**src/rtl/bcm_pkg.sv**
```systemverilog
// Shared helpers for the binary code modulation driver.
// Assumes slot lengths fit in 32 bits for every legal parameter set.
package bcm_pkg;

    // Length in ticks of the slot that displays plane idx.
    function automatic int bcm_slot_ticks(input int xfer, input int dead,
                                          input int base, input int idx);
        return xfer + dead + (base << idx);
    endfunction

endpackage

```
**src/rtl/bcm_slot_timer.sv**
```systemverilog
// Slot sequencer: counts ticks within a slot, walks the plane index and
// produces the registered clear and strobe pins. The length of a slot is
// loaded only on the boundary at which the slot starts.
// Assumes XFER_TICKS >= 2*DEAD_TICKS and room for the serial transfer.
module bcm_slot_timer #(
    parameter int PLANES     = 12,
    parameter int BASE_TICKS = 4,
    parameter int DEAD_TICKS = 4,
    parameter int XFER_TICKS = 128,
    parameter int TICK_W     = 14,
    parameter int PL_W       = 4
) (
    input  logic              clk,
    input  logic              rst_n,
    output logic [TICK_W-1:0] tick,
    output logic [PL_W-1:0]   plane,
    output logic              frame_edge,
    output logic              xfer_go,
    output logic              clear_n,
    output logic              strobe
);
    logic [TICK_W-1:0] cur_len, len_nxt, tick_nxt;
    logic [PL_W-1:0]   plane_nxt;
    logic              last;

    // Next-state decode for the tick counter, plane index and slot length.
    always_comb begin
        last      = (tick == cur_len - TICK_W'(1));
        tick_nxt  = last ? '0 : tick + TICK_W'(1);
        plane_nxt = plane;
        len_nxt   = cur_len;
        if (last) begin
            plane_nxt = (plane == PL_W'(PLANES - 1)) ? '0 : plane + PL_W'(1);
            len_nxt   = TICK_W'(bcm_pkg::bcm_slot_ticks(XFER_TICKS, DEAD_TICKS,
                                                        BASE_TICKS, int'(plane_nxt)));
        end
    end

    // Boundary into plane 0 and the cycle that launches the serial transfer.
    assign frame_edge = last && (plane_nxt == '0);
    assign xfer_go    = (tick == TICK_W'(DEAD_TICKS));

    // State registers; pins are decoded from the next tick so they align with it.
    always_ff @(posedge clk) begin
        if (!rst_n) begin
            tick    <= '0;
            plane   <= '0;
            cur_len <= TICK_W'(bcm_pkg::bcm_slot_ticks(XFER_TICKS, DEAD_TICKS,
                                                       BASE_TICKS, 0));
            clear_n <= 1'b0;
            strobe  <= 1'b0;
        end else begin
            tick    <= tick_nxt;
            plane   <= plane_nxt;
            cur_len <= len_nxt;
            clear_n <= (tick_nxt >= TICK_W'(DEAD_TICKS));
            strobe  <= (tick_nxt >= TICK_W'(XFER_TICKS)) &&
                       (tick_nxt <  TICK_W'(XFER_TICKS + DEAD_TICKS));
        end
    end
endmodule

```
**src/rtl/bcm_frame_store.sv**
```systemverilog
// Double-buffered level storage with bit-plane transposition.
// Writes land in a staging copy; a commit is held pending and the staging
// copy becomes the shown copy on the next plane-0 boundary.
// Assumes plane_sel < LVL_W.
module bcm_frame_store #(
    parameter int NUM_CH = 32,
    parameter int LVL_W  = 12,
    parameter int CH_AW  = 5,
    parameter int PL_W   = 4
) (
    input  logic              clk,
    input  logic              rst_n,
    input  logic              wr_en,
    input  logic [CH_AW-1:0]  wr_ch,
    input  logic [LVL_W-1:0]  wr_level,
    input  logic              commit,
    input  logic              swap,
    input  logic [PL_W-1:0]   plane_sel,
    output logic [NUM_CH-1:0] plane_word
);
    logic [LVL_W-1:0] stage_q [NUM_CH];
    logic [LVL_W-1:0] show_q  [NUM_CH];
    logic             pending_q;

    // Staging writes, commit bookkeeping and the frame-boundary copy.
    always_ff @(posedge clk) begin
        if (!rst_n) begin
            for (int j = 0; j < NUM_CH; j++) begin
                stage_q[j] <= '0;
                show_q[j]  <= '0;
            end
            pending_q <= 1'b0;
        end else begin
            if (wr_en) stage_q[wr_ch] <= wr_level;
            if (swap && pending_q) begin
                for (int j = 0; j < NUM_CH; j++) show_q[j] <= stage_q[j];
                pending_q <= commit;
            end else if (commit) begin
                pending_q <= 1'b1;
            end
        end
    end

    // Transposition: one bit of every shown level forms the plane word.
    for (genvar j = 0; j < NUM_CH; j++) begin : g_plane
        assign plane_word[j] = show_q[j][plane_sel];
    end
endmodule

```
**src/rtl/bcm_serializer.sv**
```systemverilog
// Mode-0 serial shifter: on go it captures a word, reorders it so the
// lowest WORD_W-bit word leaves first, and sends every word MSB first,
// two clock cycles per bit (low phase, then high phase).
// Assumes NUM_CH is a multiple of WORD_W and go is not repeated mid-transfer.
module bcm_serializer #(
    parameter int NUM_CH = 32,
    parameter int WORD_W = 16
) (
    input  logic              clk,
    input  logic              rst_n,
    input  logic              go,
    input  logic [NUM_CH-1:0] word,
    output logic              sck,
    output logic              sdo
);
    localparam int NWORDS = NUM_CH / WORD_W;
    localparam int PH_W   = $clog2(2 * NUM_CH);

    logic [NUM_CH-1:0] stream, sreg;
    logic [PH_W-1:0]   ph;
    logic              busy;

    // Word order on the wire: word 0 occupies the top of the stream.
    for (genvar w = 0; w < NWORDS; w++) begin : g_order
        assign stream[(NWORDS-1-w)*WORD_W +: WORD_W] = word[w*WORD_W +: WORD_W];
    end

    // Bit engine: raise sck on even phases, advance data on odd phases.
    always_ff @(posedge clk) begin
        if (!rst_n) begin
            sreg <= '0;
            ph   <= '0;
            busy <= 1'b0;
            sck  <= 1'b0;
            sdo  <= 1'b0;
        end else if (go) begin
            sreg <= stream;
            ph   <= '0;
            busy <= 1'b1;
            sck  <= 1'b0;
            sdo  <= stream[NUM_CH-1];
        end else if (busy) begin
            ph <= ph + PH_W'(1);
            if (!ph[0]) begin
                sck <= 1'b1;
            end else begin
                sck  <= 1'b0;
                sreg <= sreg << 1;
                sdo  <= sreg[NUM_CH-2];
                if (ph == PH_W'(2 * NUM_CH - 1)) begin
                    busy <= 1'b0;
                    sdo  <= 1'b0;
                end
            end
        end
    end
endmodule

```
**src/rtl/bcm_led_driver.sv**
```systemverilog
// Top of the binary code modulation LED driver. Ties the slot sequencer,
// the double-buffered level store and the serial shifter together.
// One clock cycle is one timer tick. Assumes the serial transfer
// (2*NUM_CH cycles) ends before XFER_TICKS.
module bcm_led_driver #(
    parameter int NUM_CH     = 32,
    parameter int WORD_W     = 16,
    parameter int PLANES     = 12,
    parameter int BASE_TICKS = 4,
    parameter int DEAD_TICKS = 4,
    parameter int XFER_TICKS = 128,
    localparam int CH_AW     = $clog2(NUM_CH),
    localparam int PL_W      = $clog2(PLANES),
    localparam int LEN_MAX   = XFER_TICKS + DEAD_TICKS + (BASE_TICKS << (PLANES - 1)),
    localparam int TICK_W    = $clog2(LEN_MAX + 1)
) (
    input  logic              clk,
    input  logic              rst_n,
    input  logic              wr_en,
    input  logic [CH_AW-1:0]  wr_ch,
    input  logic [PLANES-1:0] wr_level,
    input  logic              commit,
    output logic              sr_sck,
    output logic              sr_sdo,
    output logic              sr_clear_n,
    output logic              sr_strobe
);
    logic [TICK_W-1:0] tick;
    logic [PL_W-1:0]   plane_idx;
    logic              frame_edge, xfer_go;
    logic [NUM_CH-1:0] plane_word;

    // Slot timing and the clear/strobe pins.
    bcm_slot_timer #(
        .PLANES(PLANES), .BASE_TICKS(BASE_TICKS), .DEAD_TICKS(DEAD_TICKS),
        .XFER_TICKS(XFER_TICKS), .TICK_W(TICK_W), .PL_W(PL_W)
    ) u_timer (
        .clk(clk), .rst_n(rst_n), .tick(tick), .plane(plane_idx),
        .frame_edge(frame_edge), .xfer_go(xfer_go),
        .clear_n(sr_clear_n), .strobe(sr_strobe)
    );

    // Level storage and transposition into the current plane word.
    bcm_frame_store #(
        .NUM_CH(NUM_CH), .LVL_W(PLANES), .CH_AW(CH_AW), .PL_W(PL_W)
    ) u_store (
        .clk(clk), .rst_n(rst_n), .wr_en(wr_en), .wr_ch(wr_ch),
        .wr_level(wr_level), .commit(commit), .swap(frame_edge),
        .plane_sel(plane_idx), .plane_word(plane_word)
    );

    // Serial transfer of the plane word.
    bcm_serializer #(
        .NUM_CH(NUM_CH), .WORD_W(WORD_W)
    ) u_ser (
        .clk(clk), .rst_n(rst_n), .go(xfer_go), .word(plane_word),
        .sck(sr_sck), .sdo(sr_sdo)
    );
endmodule

```
**config.mk**
```make
export PLATFORM = sky130hd
export DESIGN_NAME = bcm_led_driver
export DESIGN_NICKNAME = d
export VERILOG_FILES = /design/src/rtl/bcm_pkg.sv /design/src/rtl/bcm_slot_timer.sv /design/src/rtl/bcm_frame_store.sv /design/src/rtl/bcm_serializer.sv /design/src/rtl/bcm_led_driver.sv
export SDC_FILE = /design/constraint.sdc
export NUM_CORES = 1
export LEC_CHECK = 0
export BUFFER_PORTS_ARGS = -buffer_cell sky130_fd_sc_hd__buf_2
export CORE_MARGIN = 1.5
export CORE_UTILIZATION = 60
export CTS_CLUSTER_SIZE = 28
export DETAILED_ROUTE_END_ITERATION = 8
export GPL_ROUTABILITY_DRIVEN = 0
export GPL_TIMING_DRIVEN = 1
export PLACE_DENSITY = 0.85
export SLEW_MARGIN = 15
export SYNTH_ARGS = -nofsm -noshare
export SYNTH_HDL_FRONTEND = slang
export SYNTH_SLANG_ARGS = --single-unit
```
**constraint.sdc**
```tcl
create_clock -name clk -period 33.5 [get_ports clk]
set_input_delay 3.35 -clock clk [delete_from_list [all_inputs] [get_ports clk]]
set_output_delay 3.35 -clock clk [all_outputs]
set_load 0.03 [all_outputs]
```
; Yosys cells after proc, flatten, opt, wreduce, memory -nomap -nowiden
; Memories as Yosys holds them, arrays and structs flattened.
; Cells that the tools add are included.
[totals]
inputBits = 21
mem_count = 2
reg_bits = 75
output_inout_bits = 4
ram_bits = 768
wordCells = 193
[op_classes]
n_reduce_logical = 10
bitwise = 33
order_cmp = 4
n_mux = 123
shifts = 1
addsub = 5
eq_ne = 4
[mem_list]
columns = name, words, word_bits, rd, rd_ports_with_merged_regs, write_ports, line
row1 = u_store.show_q, 32, 12, 32, 0, 32, bcm_frame_store.sv:22  ; logic [LVL_W-1:0] show_q [NUM_CH];
row2 = u_store.stage_q, 32, 12, 32, 0, 32, bcm_frame_store.sv:21  ; logic [LVL_W-1:0] stage_q [NUM_CH];
[ops]
columns = operator, count
row1 = $mux W12, 33
row2 = $bmux W1 S4, 32
row3 = $mux W31, 3
row4 = $mux W1, 51
row5 = $or A1 B1 Y1, 32
row6 = $add A14 B1 Y14 const B, 1
row7 = $add A9 B14 Y14 const A, 1
row8 = $eq A14 B14 Y1, 1
row9 = $eq A14 B3 Y1 const B, 1
row10 = $ge A14 B3 Y1 const B, 1
row11 = $ge A14 B8 Y1 const B, 1
row12 = $lt A14 B8 Y1 const B, 1
row13 = $mux W14, 1
row14 = $shl A3 B4 Y14 const A, 1
row15 = $sub A14 B1 Y14 const B, 1
row16 = $reduce_or A12 Y1, 1
row17 = $mux W4, 2
row18 = $add A6 B1 Y6 const B, 1
row19 = $eq A6 B6 Y1 const B, 1
row20 = $reduce_bool A2 Y1, 3
row21 = $lt A4 B5 Y1 const B, 1
row22 = $mux W5, 1
row23 = $add A4 B1 Y4 const B, 1
row24 = $eq A4 B4 Y1 const B, 1
row25 = other kinds (5), 7

; Longest topological paths before layout
[depth]
ltp_word = 10
ltp_mapped = 11
depth_no_buf = 9

; Modules after synthesis
; From an unflattened synthesis, not the netlist that was laid out.
[hier_totals]
hier_cells = 2539
area_unflattened_um2 = 35138.7
[by_module_without_submodules]
columns = module, instances, area_each_um2, seq_area_each_um2, cells_per_inst
row1 = bcm_frame_store, 1, 31202.4, 23082.1, 2078
row2 = bcm_slot_timer, 1, 2272.2, 640.6, 284
row3 = bcm_serializer, 1, 1664.1, 780.7, 177

; Least setup slack after synthesis
; Ideal clock, no wire load.
[synth_path]
kind = reg2reg
start = register u_timer.plane[0]
end = memory u_store.show_q[0][0], enable pin
path_slack_ps = 2554
arrival_ps = 29283
setup_ps = 1663
path_stages_with_launch = 10
synth_period_minus_slack_ps = 30946
cell_sequence = dfxtp_1 clkbuf_1 buf_1 clkbuf_1 inv_1 ha_1 nor2_1 nand4_1 buf_2 o21ai_0
[synth_rtl]
columns = element, line
row1 = start: declaration, bcm_slot_timer.sv:16  ; output logic [PL_W-1:0] plane,
row2 = start signal: assignment, bcm_slot_timer.sv:54  ; plane <= plane_nxt;
row3 = end: declaration, bcm_frame_store.sv:22

==> metrics <==
status=finished, final reports clean; dpl hpwl=39.0 mm; Overflow after GRT=0; Tightest Pin Transition=1.24 ns; commonest non-fill, non-tap cell in the layout=edfxtp_1; fin. max-slew vios=0; Setup WS post-layout=26.92 ns; Routed Antenna Nets=0; Yosys warnings=0; CP Launch Type=flop; Sequential Area=24500 um^2; # H-tree levels=3; Final min period=6.58 ns; number of synthesized register bits=840; routed wire length=74.5 mm; post-synthesis cell area=36600 um^2; FILL cells=3841; unrepaired setup endpoints after global routing=no; fin crit share=19.6%; PortBufs=24; Synth Net Count=2689; Initial Util=60.7%; share of cells above drive strength 1=15.7%; Primary FF master, synth=edfxtp_1; most frequent cells in the layout=768 x edfxtp_1, 553 x and2_1, 235 x inv_1, 161 x nor3_1, 96 x mux4_2; Die Area=62400 um^2; final setup violation count=0; Die Width=250 um; nets@finish=2634; drt pass-1 iters=6; # hold bufs at CTS=0; Mapped Cells=2658; Power per Cell Area=56.4 nW/um^2; DP Worst Slack=26.26 ns; clk_lat worst skew=0.65 ns; TNS Setup=0 ns; Worst Clk Skew=0.0301 ns; wire per inst=21.5 um; CP endpoint kind=flop; CTS tree=built; clk sinks=840; CTS Buffer Depth=3; post-CTS sizing=0; Hold Path Class=flop to flop; DR DRC count=0; post-DR vias/cell=5.98; DRT iter0 DRCs=2001; vias in the first global route=20.7k; leakage power figure=0.0139 uW; num rows=90; minimum hold slack=0.486 ns; syn avg cell area=13.8 um^2; Max Clk Rate=152 MHz; Slew headroom=17.4%; EDFF count, synth=768; sequential fraction of the synthesis area=67.0%; pin count of the biggest net entering global routing=182; initial antenna violation count=3; GRT Total Usage=24.1%; clock slew at reported path FFs=0.07 ns; Post-synth ARST share=0%; first-pass GRT wire length=114 mm; max cap viols=0; CTS buffer count=83; CP max FO=181; Synth area leader=edfxtp_1; maximum vdd ir drop=0.0481 mV; clk root buf=clkbuf_16; Post-CTS Setup Inserts=0; post-synth cell types=64; share of the synthesized area in the top cell type=63.1%; core outline area=60200 um^2; data required time of the worst path=33.75 ns; crit path DAT=6.83 ns; Final Hold Fails=0; area occupied by multi-input gates=10300 um^2; Die Y=250 um; Vias=20.7k; Synth area leaders=edfxtp_1 63%, and2_1 9.5%, mux4_2 5.9%, dfxtp_1 3.9%, inv_1 2.4%; Layout area overhead=9.52%; Ports=25; crit path kind=flop to flop
per-layer routing:
metal	up-vias	part of all wire, %	global-route usage, %
met5	-	0	0
met4	0	3.5	9.43
met3	192	8.5	4.30
met2	929	50	41.3
met1	10200	38	30.5
li1	9320	-	-
sequential cells by signal, summed over array words and instances (netlist names):
signal / flops
u_timer.clear_n: 1
u_store.show_q: 384
u_timer.plane: 4
u_ser.ph: 6
u_store.stage_q: 384
u_ser.sreg: 31
u_timer.tick: 14
u_store.pending_q: 1
u_ser.busy: 1
u_timer.strobe: 1
u_ser.sdo: 1
u_timer.cur_len: 12
per-stage QoR:
step	instances	util [%]	cell area, um^2	power [uW]
3_5_place_dp	3300	61.8	37200	1330
5_1_grt	3456	66.5	40000	2320
4_1_cts	3455	66.5	40000	2270
6_report	3457	66.5	40100	2260
3_3_place_gp	3300	61.8	37200	1320
2_1_floorplan	2658	-	36600	1320
synthesized netlist by cell type, types with 3 or more instances:
cell type  number
o21ai_0        43
and2_1        553
o31ai_1         5
nand3b_1        4
xor2_1         14
a311oi_1       31
nor4_1          5
a221oi_1       32
nor2_1         75
nand2_1        68
edfxtp_1      768
nor3_2         63
a31oi_1         5
o32ai_1         3
inv_1         236
dfxtp_1        72
buf_1          24
nand3_1        50
nor3_1        161
nand4_1        11
mux2_2         32
mux2i_1        14
a21oi_1        10
clkbuf_1      181
or3_1           9
xnor2_1        22
and3_1          4
mux4_2         96
ha_1           10
buf_6          12
worst paths after layout:
check / from / endpoint / slack [ns] / depth (start not counted)
max: u_timer.cur_len[2] / u_store.show_q[1][27] / 26.92 / 13
max reg2reg: u_timer.cur_len[2] / u_store.show_q[1][27] / 26.92 / 13
min: u_timer.cur_len[13] / u_timer.cur_len[13] / 0.49 / 2
min reg2reg: u_timer.cur_len[13] / u_timer.cur_len[13] / 0.49 / 2
cells by family (layout without fill, tap and decap cells):
| kind of cell | Yosys count | in the layout | share of synthesized area (%) |
|---|---|---|---|
| muxes | 142 | 142 | 7.28 |
| adders and majority gates | 10 | 10 | 0.342 |
| other | 0 | 2 | 0 |
| buffers and inverters | 457 | 472 | 4.96 |
| AOI/OAI and AO/OA | 153 | 153 | 3.06 |
| DFF | 840 | 840 | 67.0 |
| xor gates and xnor gates | 36 | 36 | 0.862 |
| and+or+nand+nor | 1020 | 1020 | 16.5 |
where the power goes:
| part | internal [uW] | switching [uW] | leakage (uW) |
|---|---|---|---|
| clock | 550 | 400 | 0.00135 |
| sequential | 1200 | 16.6 | 0.00791 |
| combinational | 28.0 | 64.0 | 0.00464 |
| total | 1780 | 480 | 0.0139 |
critical path, cell delays in order (launching register included):
cell and delay [ns]:
dfxtp_1 0.37, inv_1 0.08, ha_1 0.24, or4b_2 0.67, or4_1 0.44, a211oi_2 0.31
o21a_2 0.28, nand4_1 0.12, buf_4 0.38, o21ai_4 0.21, buf_4 0.60, buf_4 0.74
buf_12 0.69, buf_4 0.93
area by class of cell:
cell class | count | area share (%)
Antenna cell | 2 | 0.0125
Clock buffer | 110 | 5.72
Clock inverter | 45 | 1.34
Inverter | 236 | 2.21
Multi-Input combinational cell | 1361 | 25.7
Sequential cell | 840 | 61.2
Tap cell | 782 | 2.44
Timing Repair Buffer | 81 | 1.41
Note: power is estimated with default switching activity, not from simulation.
